**src/rtl/irq_cascade_pkg.sv**
```systemverilog
package irq_cascade_pkg;
  localparam int IRQ_LINES      = 8;
  localparam int IRQ_BASE_W     = 5;
  localparam int IRQ_CAS_LINE   = 2;
  localparam int IRQ_REMAP_LINE = 1;

  typedef enum logic {
    ACK_IDLE  = 1'b0,
    ACK_ARMED = 1'b1
  } ack_phase_e;
endpackage

```
**src/rtl/irq_prio_pick.sv**
```systemverilog
// Lowest set index wins; any_o flags a non-empty input.
module irq_prio_pick #(
  parameter int N  = 8,
  parameter int IW = $clog2(N)
) (
  input  logic [N-1:0]  vec_i,
  output logic [IW-1:0] idx_o,
  output logic          any_o
);
  always_comb begin
    idx_o = '0;
    for (int i = N - 1; i >= 0; i--) begin
      if (vec_i[i]) idx_o = IW'(i);
    end
  end
  assign any_o = |vec_i;
endmodule

```
**src/rtl/irq_nest_mask.sv**
```systemverilog
// allow_o[i] is set when no line of equal or higher priority is in service.
module irq_nest_mask #(
  parameter int N = 8
) (
  input  logic [N-1:0] isr_i,
  output logic [N-1:0] allow_o
);
  always_comb begin
    logic blocked;
    blocked = 1'b0;
    for (int i = 0; i < N; i++) begin
      blocked    = blocked | isr_i[i];
      allow_o[i] = ~blocked;
    end
  end
endmodule

```
**src/rtl/irq_prio_unit.sv**
```systemverilog
module irq_prio_unit
  import irq_cascade_pkg::*;
#(
  parameter int          N          = IRQ_LINES,
  parameter int          BW         = IRQ_BASE_W,
  parameter bit          DEFER_EN   = 1'b0,
  parameter int          DEFER_LINE = IRQ_CAS_LINE,
  parameter logic [N-1:0] LEVEL_MASK = '0,
  parameter int          IW         = $clog2(N)
) (
  input  logic          clk,
  input  logic          rst,
  input  logic [N-1:0]  req_i,
  input  logic          ack_i,
  input  logic          ack_en_i,
  input  logic          eoi_i,
  input  logic [BW-1:0] base_i,
  output logic          int_o,
  output logic [BW+IW-1:0] vec_o,
  output logic          vec_vld_o,
  output logic          defer_hit_o,
  output logic [N-1:0]  isr_o
);
  localparam logic [IW-1:0] DL = IW'(DEFER_LINE);

  logic [N-1:0]  req_q, irr_q, isr_q, isr_n, allow, elig;
  ack_phase_e    phase_q;
  logic          frz_vld_q;
  logic [IW-1:0] frz_idx_q;
  logic [IW-1:0] win_idx, top_idx;
  logic          win_any, top_any;
  logic          take, first, second, own_vec;
  logic          int_q, vld_q;
  logic [BW+IW-1:0] vec_q;

  irq_nest_mask #(.N(N)) u_mask (.isr_i(isr_q), .allow_o(allow));

  assign elig = irr_q & allow;

  irq_prio_pick #(.N(N), .IW(IW)) u_win (.vec_i(elig),  .idx_o(win_idx), .any_o(win_any));
  irq_prio_pick #(.N(N), .IW(IW)) u_top (.vec_i(isr_q), .idx_o(top_idx), .any_o(top_any));

  assign take    = ack_i & ack_en_i;
  assign first   = take & (phase_q == ACK_IDLE);
  assign second  = take & (phase_q == ACK_ARMED);
  assign own_vec = frz_vld_q & ~(DEFER_EN & (frz_idx_q == DL));

  always_comb begin
    isr_n = isr_q;
    if (eoi_i && top_any) isr_n[top_idx] = 1'b0;
    if (first && win_any) isr_n[win_idx] = 1'b1;
  end

  always_ff @(posedge clk) begin
    if (rst) begin
      req_q     <= '0;
      irr_q     <= '0;
      isr_q     <= '0;
      phase_q   <= ACK_IDLE;
      frz_vld_q <= 1'b0;
      frz_idx_q <= '0;
      int_q     <= 1'b0;
      vld_q     <= 1'b0;
      vec_q     <= '0;
    end else begin
      req_q <= req_i;
      for (int i = 0; i < N; i++) begin
        if (LEVEL_MASK[i]) begin
          irr_q[i] <= req_i[i];
        end else if (req_i[i] && !req_q[i]) begin
          irr_q[i] <= 1'b1;
        end else if (second && frz_vld_q && frz_idx_q == IW'(i)) begin
          irr_q[i] <= 1'b0;
        end
      end
      isr_q <= isr_n;
      if (first) begin
        phase_q   <= ACK_ARMED;
        frz_vld_q <= win_any;
        frz_idx_q <= win_idx;
      end else if (second) begin
        phase_q   <= ACK_IDLE;
        frz_vld_q <= 1'b0;
      end
      int_q <= win_any && (phase_q == ACK_IDLE) && !first;
      vld_q <= second && own_vec;
      vec_q <= (second && own_vec) ? {base_i, frz_idx_q} : '0;
    end
  end

  assign defer_hit_o = DEFER_EN &&
                       ((phase_q == ACK_ARMED) ? (frz_vld_q && frz_idx_q == DL)
                                               : (win_any && win_idx == DL));
  assign int_o     = int_q;
  assign vec_o     = vec_q;
  assign vec_vld_o = vld_q;
  assign isr_o     = isr_q;
endmodule

```
**src/rtl/irq_cascade_ctrl.sv**
```systemverilog
module irq_cascade_ctrl
  import irq_cascade_pkg::*;
#(
  parameter bit CASCADE_EN = 1'b1,
  parameter int N_LINES    = IRQ_LINES,
  parameter int BASE_W     = IRQ_BASE_W,
  parameter int CAS_LINE   = IRQ_CAS_LINE,
  parameter int REMAP_LINE = IRQ_REMAP_LINE,
  parameter int VEC_W      = BASE_W + $clog2(N_LINES)
) (
  input  logic                 clk,
  input  logic                 rst,
  input  logic [2*N_LINES-1:0] req_i,
  input  logic                 inta_i,
  input  logic                 eoi_pri_i,
  input  logic                 eoi_sec_i,
  input  logic [BASE_W-1:0]    base_pri_i,
  input  logic [BASE_W-1:0]    base_sec_i,
  output logic                 intr_o,
  output logic [VEC_W-1:0]     vec_o,
  output logic                 vec_valid_o
);
  localparam logic [N_LINES-1:0] PRI_LEVEL =
    CASCADE_EN ? (N_LINES'(1) << CAS_LINE) : '0;

  logic [N_LINES-1:0] pri_req, sec_req, pri_isr, sec_isr;
  logic               pri_int, sec_int, pri_hit, sec_hit, sec_ack_en;
  logic               pri_vld, sec_vld;
  logic [VEC_W-1:0]   pri_vec, sec_vec;

  generate
    if (CASCADE_EN) begin : g_cas
      always_comb begin
        pri_req           = req_i[N_LINES-1:0];
        pri_req[CAS_LINE] = sec_int;
        sec_req           = req_i[2*N_LINES-1:N_LINES];
        sec_req[REMAP_LINE] = sec_req[REMAP_LINE] | req_i[CAS_LINE];
      end
      // The secondary follows the primary only on acknowledges that resolve
      // to the cascade input. sec_hit would only hand the cycle further down
      // a longer chain, so with two units it never gates anything.
      assign sec_ack_en = pri_hit & ~sec_hit;

      irq_prio_unit #(
        .N(N_LINES), .BW(BASE_W), .DEFER_EN(1'b0),
        .DEFER_LINE(CAS_LINE), .LEVEL_MASK('0)
      ) u_sec (
        .clk(clk), .rst(rst), .req_i(sec_req),
        .ack_i(inta_i), .ack_en_i(sec_ack_en), .eoi_i(eoi_sec_i),
        .base_i(base_sec_i), .int_o(sec_int), .vec_o(sec_vec),
        .vec_vld_o(sec_vld), .defer_hit_o(sec_hit), .isr_o(sec_isr)
      );
    end else begin : g_single
      assign pri_req    = req_i[N_LINES-1:0];
      assign sec_req    = '0;
      assign sec_int    = 1'b0;
      assign sec_hit    = 1'b0;
      assign sec_ack_en = 1'b0;
      assign sec_vec    = '0;
      assign sec_vld    = 1'b0;
      assign sec_isr    = '0;
    end
  endgenerate

  irq_prio_unit #(
    .N(N_LINES), .BW(BASE_W), .DEFER_EN(CASCADE_EN),
    .DEFER_LINE(CAS_LINE), .LEVEL_MASK(PRI_LEVEL)
  ) u_pri (
    .clk(clk), .rst(rst), .req_i(pri_req),
    .ack_i(inta_i), .ack_en_i(1'b1), .eoi_i(eoi_pri_i),
    .base_i(base_pri_i), .int_o(pri_int), .vec_o(pri_vec),
    .vec_vld_o(pri_vld), .defer_hit_o(pri_hit), .isr_o(pri_isr)
  );

  // Both vector registers hold zero unless their strobe is set.
  assign intr_o      = pri_int;
  assign vec_o       = pri_vec | sec_vec;
  assign vec_valid_o = pri_vld | sec_vld;
endmodule

```
**config.mk**
```make
export PLATFORM = sky130hd
export DESIGN_NAME = irq_cascade_ctrl
export DESIGN_NICKNAME = d
export VERILOG_FILES = /design/src/rtl/irq_cascade_pkg.sv /design/src/rtl/irq_prio_pick.sv /design/src/rtl/irq_nest_mask.sv /design/src/rtl/irq_prio_unit.sv /design/src/rtl/irq_cascade_ctrl.sv
export SDC_FILE = /design/constraint.sdc
export NUM_CORES = 1
export LEC_CHECK = 0
export ABC_AREA = 1
export BUFFER_PORTS_ARGS = -buffer_cell sky130_fd_sc_hd__buf_2
export CELL_PAD_IN_SITES_DETAIL_PLACEMENT = 0
export CELL_PAD_IN_SITES_GLOBAL_PLACEMENT = 2
export CORE_MARGIN = 2
export CORE_UTILIZATION = 35
export DETAILED_ROUTE_END_ITERATION = 10
export HOLD_SLACK_MARGIN = 0.15
export PLACE_DENSITY_LB_ADDON = 0.12
export SETUP_SLACK_MARGIN = 0.3
export SLEW_MARGIN = 10
export SYNTH_ARGS = -nofsm -noshare
export SYNTH_HDL_FRONTEND = slang
export SYNTH_SLANG_ARGS = --single-unit
export TNS_END_PERCENT = 100
```
**constraint.sdc**
```tcl
create_clock -name clk -period 4.3 [get_ports clk]
set_clock_uncertainty 0.15 [all_clocks]
set_input_delay 0.86 -clock clk [delete_from_list [all_inputs] [get_ports clk]]
set_output_delay 0.86 -clock clk [all_outputs]
set_load 0.03 [all_outputs]
```
==> key figures <==
Status
  • Run status: complete, no violations

Clock tree
  • Clock latency at the later pin of the worst-skew pair: 0.35 ns
  • Postcts setup bufs: 0
  • Clock-pin transition on the worst setup and hold timing paths: 0.09 ns
  • Clock Tree Root: clkbuf_8
  • H-tree depth: 3
  • CTS Buf Count: 9
  • CTS sink cnt: 77
  • Hold_buf cts: 0
  • CTS Buffer Depth: 2
  • CTS tree: yes
  • Post-CTS Resized: 0

Worst setup path
  • Kind of critical path: in2reg
  • Reg2reg setup slack: about 2.4 ns
  • Worst Reg-to-Reg Cells: 9
  • Data arrival time of the critical path: 2.36 ns
  • Crit path max fanout: 40
  • CP Launch Type: input port
  • FF-to-FF End: g_cas.u_sec.isr_o[5]
  • R2R Path Start: g_cas.u_sec.isr_o[2]
  • CP required: 4.42 ns
  • Crit. End Element: register

Power and ir drop
  • Seq pwr share: 0.493
  • Maximum resistive drop on vdd: 0.159 mV
  • Sw frac: 0.319
  • Logic gate share of total power: 0.177
  • Internal Power: 1.08 mW
  • Cell Pwr Density: between 400 and 500 nW/µm²
  • Sw power: 0.505 mW
  • Leak: 1.81 nW
  • Clock power frac: 0.329

Placed design
  • DP Cell Count: approximately 590
  • GPL Wtd Cong: 0.770
  • HPWL after detailed placement: 5450 µm
  • Port bufs: 40

Synth
  • Syn nets: 471
  • Flops & latches, synth: 77
  • Syn Area/Cell: 7.49 µm²
  • Synthesized area: 3300 µm²
  • Synth top area cells: dfxtp_1 (47%), inv_1 (8.0%), nor2_1 (7.9%)
  • Post-synthesis cell count: 440
  • Cell taking the most area after synthesis: dfxtp_1
  • Synth unique cells: 30
  • Post-synthesis sequential area ratio: 0.468
  • Synth top area share: 0.468
  • Yosys warning total: 0

Hold path
  • Hold EP: g_cas.u_sec.irr_q[5]
  • Worst Hold Launch: g_cas.u_sec.req_q[5]
  • Hold Path Stages: 1
  • Min-Delay Path Class: reg2reg

Final layout
  • Most common cell after layout, fill and taps aside: dfxtp_1
  • Diodes inserted: 0
  • Nets: 517
  • Storage cell area: 1540 µm²
  • Share of cells above drive strength 1: 0.226
  • # fillers: 1004
  • Area occupied by multi-input gates: approximately 1400 µm²
  • Fin cells: about 600
  • Layout area overhead: 15.6%
  • Most frequent cells in the layout: dfxtp_1 (77), inv_1 (70), nor2_1 (69)

Floorplanning
  • Core Rows: 35
  • IO Count: about 40
  • Core Footprint: 9200 µm²
  • Die area: 10200 µm²
  • Die Y: 101 µm
  • Initial Util: 0.358
  • Die W: 101 µm

Global routing
  • GRT busiest layer: met1
  • Congestion Overflow GR: 0
  • GRT Total Usage: 0.156
  • Number of global-route vias before repair: roughly 2600
  • GR met2 Demand/Resource: 0.212
  • First-pass GRT wire length: 12400 µm
  • Antenna violations before repair: 0
  • Largest net degree at the start of global routing: 41
  • Met1 usage: 0.240
  • Met3 track demand over resource: 0.0312

Timing
  • Slew HR: 0.569
  • Final hold vios: 0
  • RSZ-0062 raised after global routing: no
  • Worst slew pin tran: 0.646 ns
  • Max-slew violation count: 0
  • Fin crit period: 2.24 ns
  • Final setup viols: 0
  • Fmax: 446 MHz
  • Fin crit share: 0.522
  • Setup TNS: 0 ns

Drt
  • DRT antenna net count: 0
  • DRC violations left: 0
  • Drt pass-1 iters: 4
  • Number of DRC markers in iteration 0: 91
  • DR vias/cell: between 4 and 5
  • Vias: 2786
  • Final WL: 7240 µm
  • Routed len/inst: around 12 µm

Job
  • Max Cap Viol: 0
==> power groups by stage <==
| stage | sequential [mW] | combinational (mW) | clock (mW) |
|---|---|---|---|
| after global routing | 0.788 | 0.324 | 0.571 |
| final | 0.782 | 0.281 | 0.522 |
| after global placement | 0.799 | 0.283 | 0 |
| after floorplan | 0.791 | 0.217 | 0 |
| after detailed placement | 0.799 | 0.282 | 0 |
| after CTS | 0.782 | 0.284 | 0.545 |
==> cell usage after synthesis (all sizes together) <==
cell    number
nor2        81
inv         80
dfxtp       77
nand2       63
a21oi       35
o21ai       30
nand3       25
nand4       23
or2          9
clkbuf       6
a31oi        2
o21a         2
a211oi       1
a221oi       1
a22oi        1
nand3b       1
nor3         1
nor3b        1
nor4         1
==> how the worst max path moves through the flow <==
| stage | cells past startpoint | end | slack, ns | startpoint |
|---|---|---|---|---|
| finish | 5 | u_pri.vec_o[4] | 2.06 | rst |
| global route | 5 | u_pri.vec_o[7] | 1.77 | rst |
| CTS | 5 | u_pri.vec_o[4] | 1.98 | rst |
| detailed placement | 5 | u_pri.vec_o[4] | 1.61 | rst |
| global placement | 5 | u_pri.vec_o[3] | 1.71 | rst |
| floorplan | 8 | u_pri.isr_o[1] | 2.47 | inta_i |
==> sequential cells by signal, summed over array words and instances, names as in the netlist, 3 cells and up <==
register	flops
g_cas.u_sec.isr_o	8
g_cas.u_sec.frz_idx_q	3
g_cas.u_sec.vec_o	8
u_pri.isr_o	8
u_pri.vec_o	8
g_cas.u_sec.req_q	8
u_pri.req_q	8
u_pri.irr_q	7
g_cas.u_sec.irr_q	8
u_pri.frz_idx_q	3
==> critical path, stage by stage <==
cell,delay [ns]
buf_2,0.09
buf_4,0.26
inv_1,0.54
nand3_1,0.42
nor2_1,0.19
==> layer usage <==
metal / up-vias / share of wire
met5: - / 0
met4: 0 / 0.0097
met3: 7 / 0.037
met2: 51 / 0.40
met1: 1227 / 0.56
li1: 1501 / -
==> cell families after synthesis <==
family / after synthesis / share of synthesized area
AND/OR/NAND/NOR: 205 / 0.316
buffers and inverters: 86 / 0.0980
flip-flops: 77 / 0.468
AO/OA/AOI/OAI: 72 / 0.118
==> stage by stage <==
stage	setup slack [ns]	instance area, µm²	hold slack [ns]	util	total power, mW
after floorplan	2.47	3300	0.238	-	1.01
after global placement	1.71	3620	0.244	0.394	1.08
final	2.06	3810	0.257	0.414	1.58
after detailed placement	1.61	3620	0.245	0.394	1.08
after CTS	1.98	3810	0.259	0.414	1.61
after global routing	1.77	3810	0.270	0.414	1.68
==> area by class of cell <==
cell class | instances | area share
Sequential cell | 77 | 0.404
Clock buffer | 10 | 0.0361
Clock inverter | 6 | 0.0141
Tap cell | 111 | 0.0364
Timing Repair Buffer | 41 | 0.0545
Inverter | 80 | 0.0788
Multi-Input combinational cell | 277 | 0.376
Power figures use the tool's default switching activity.
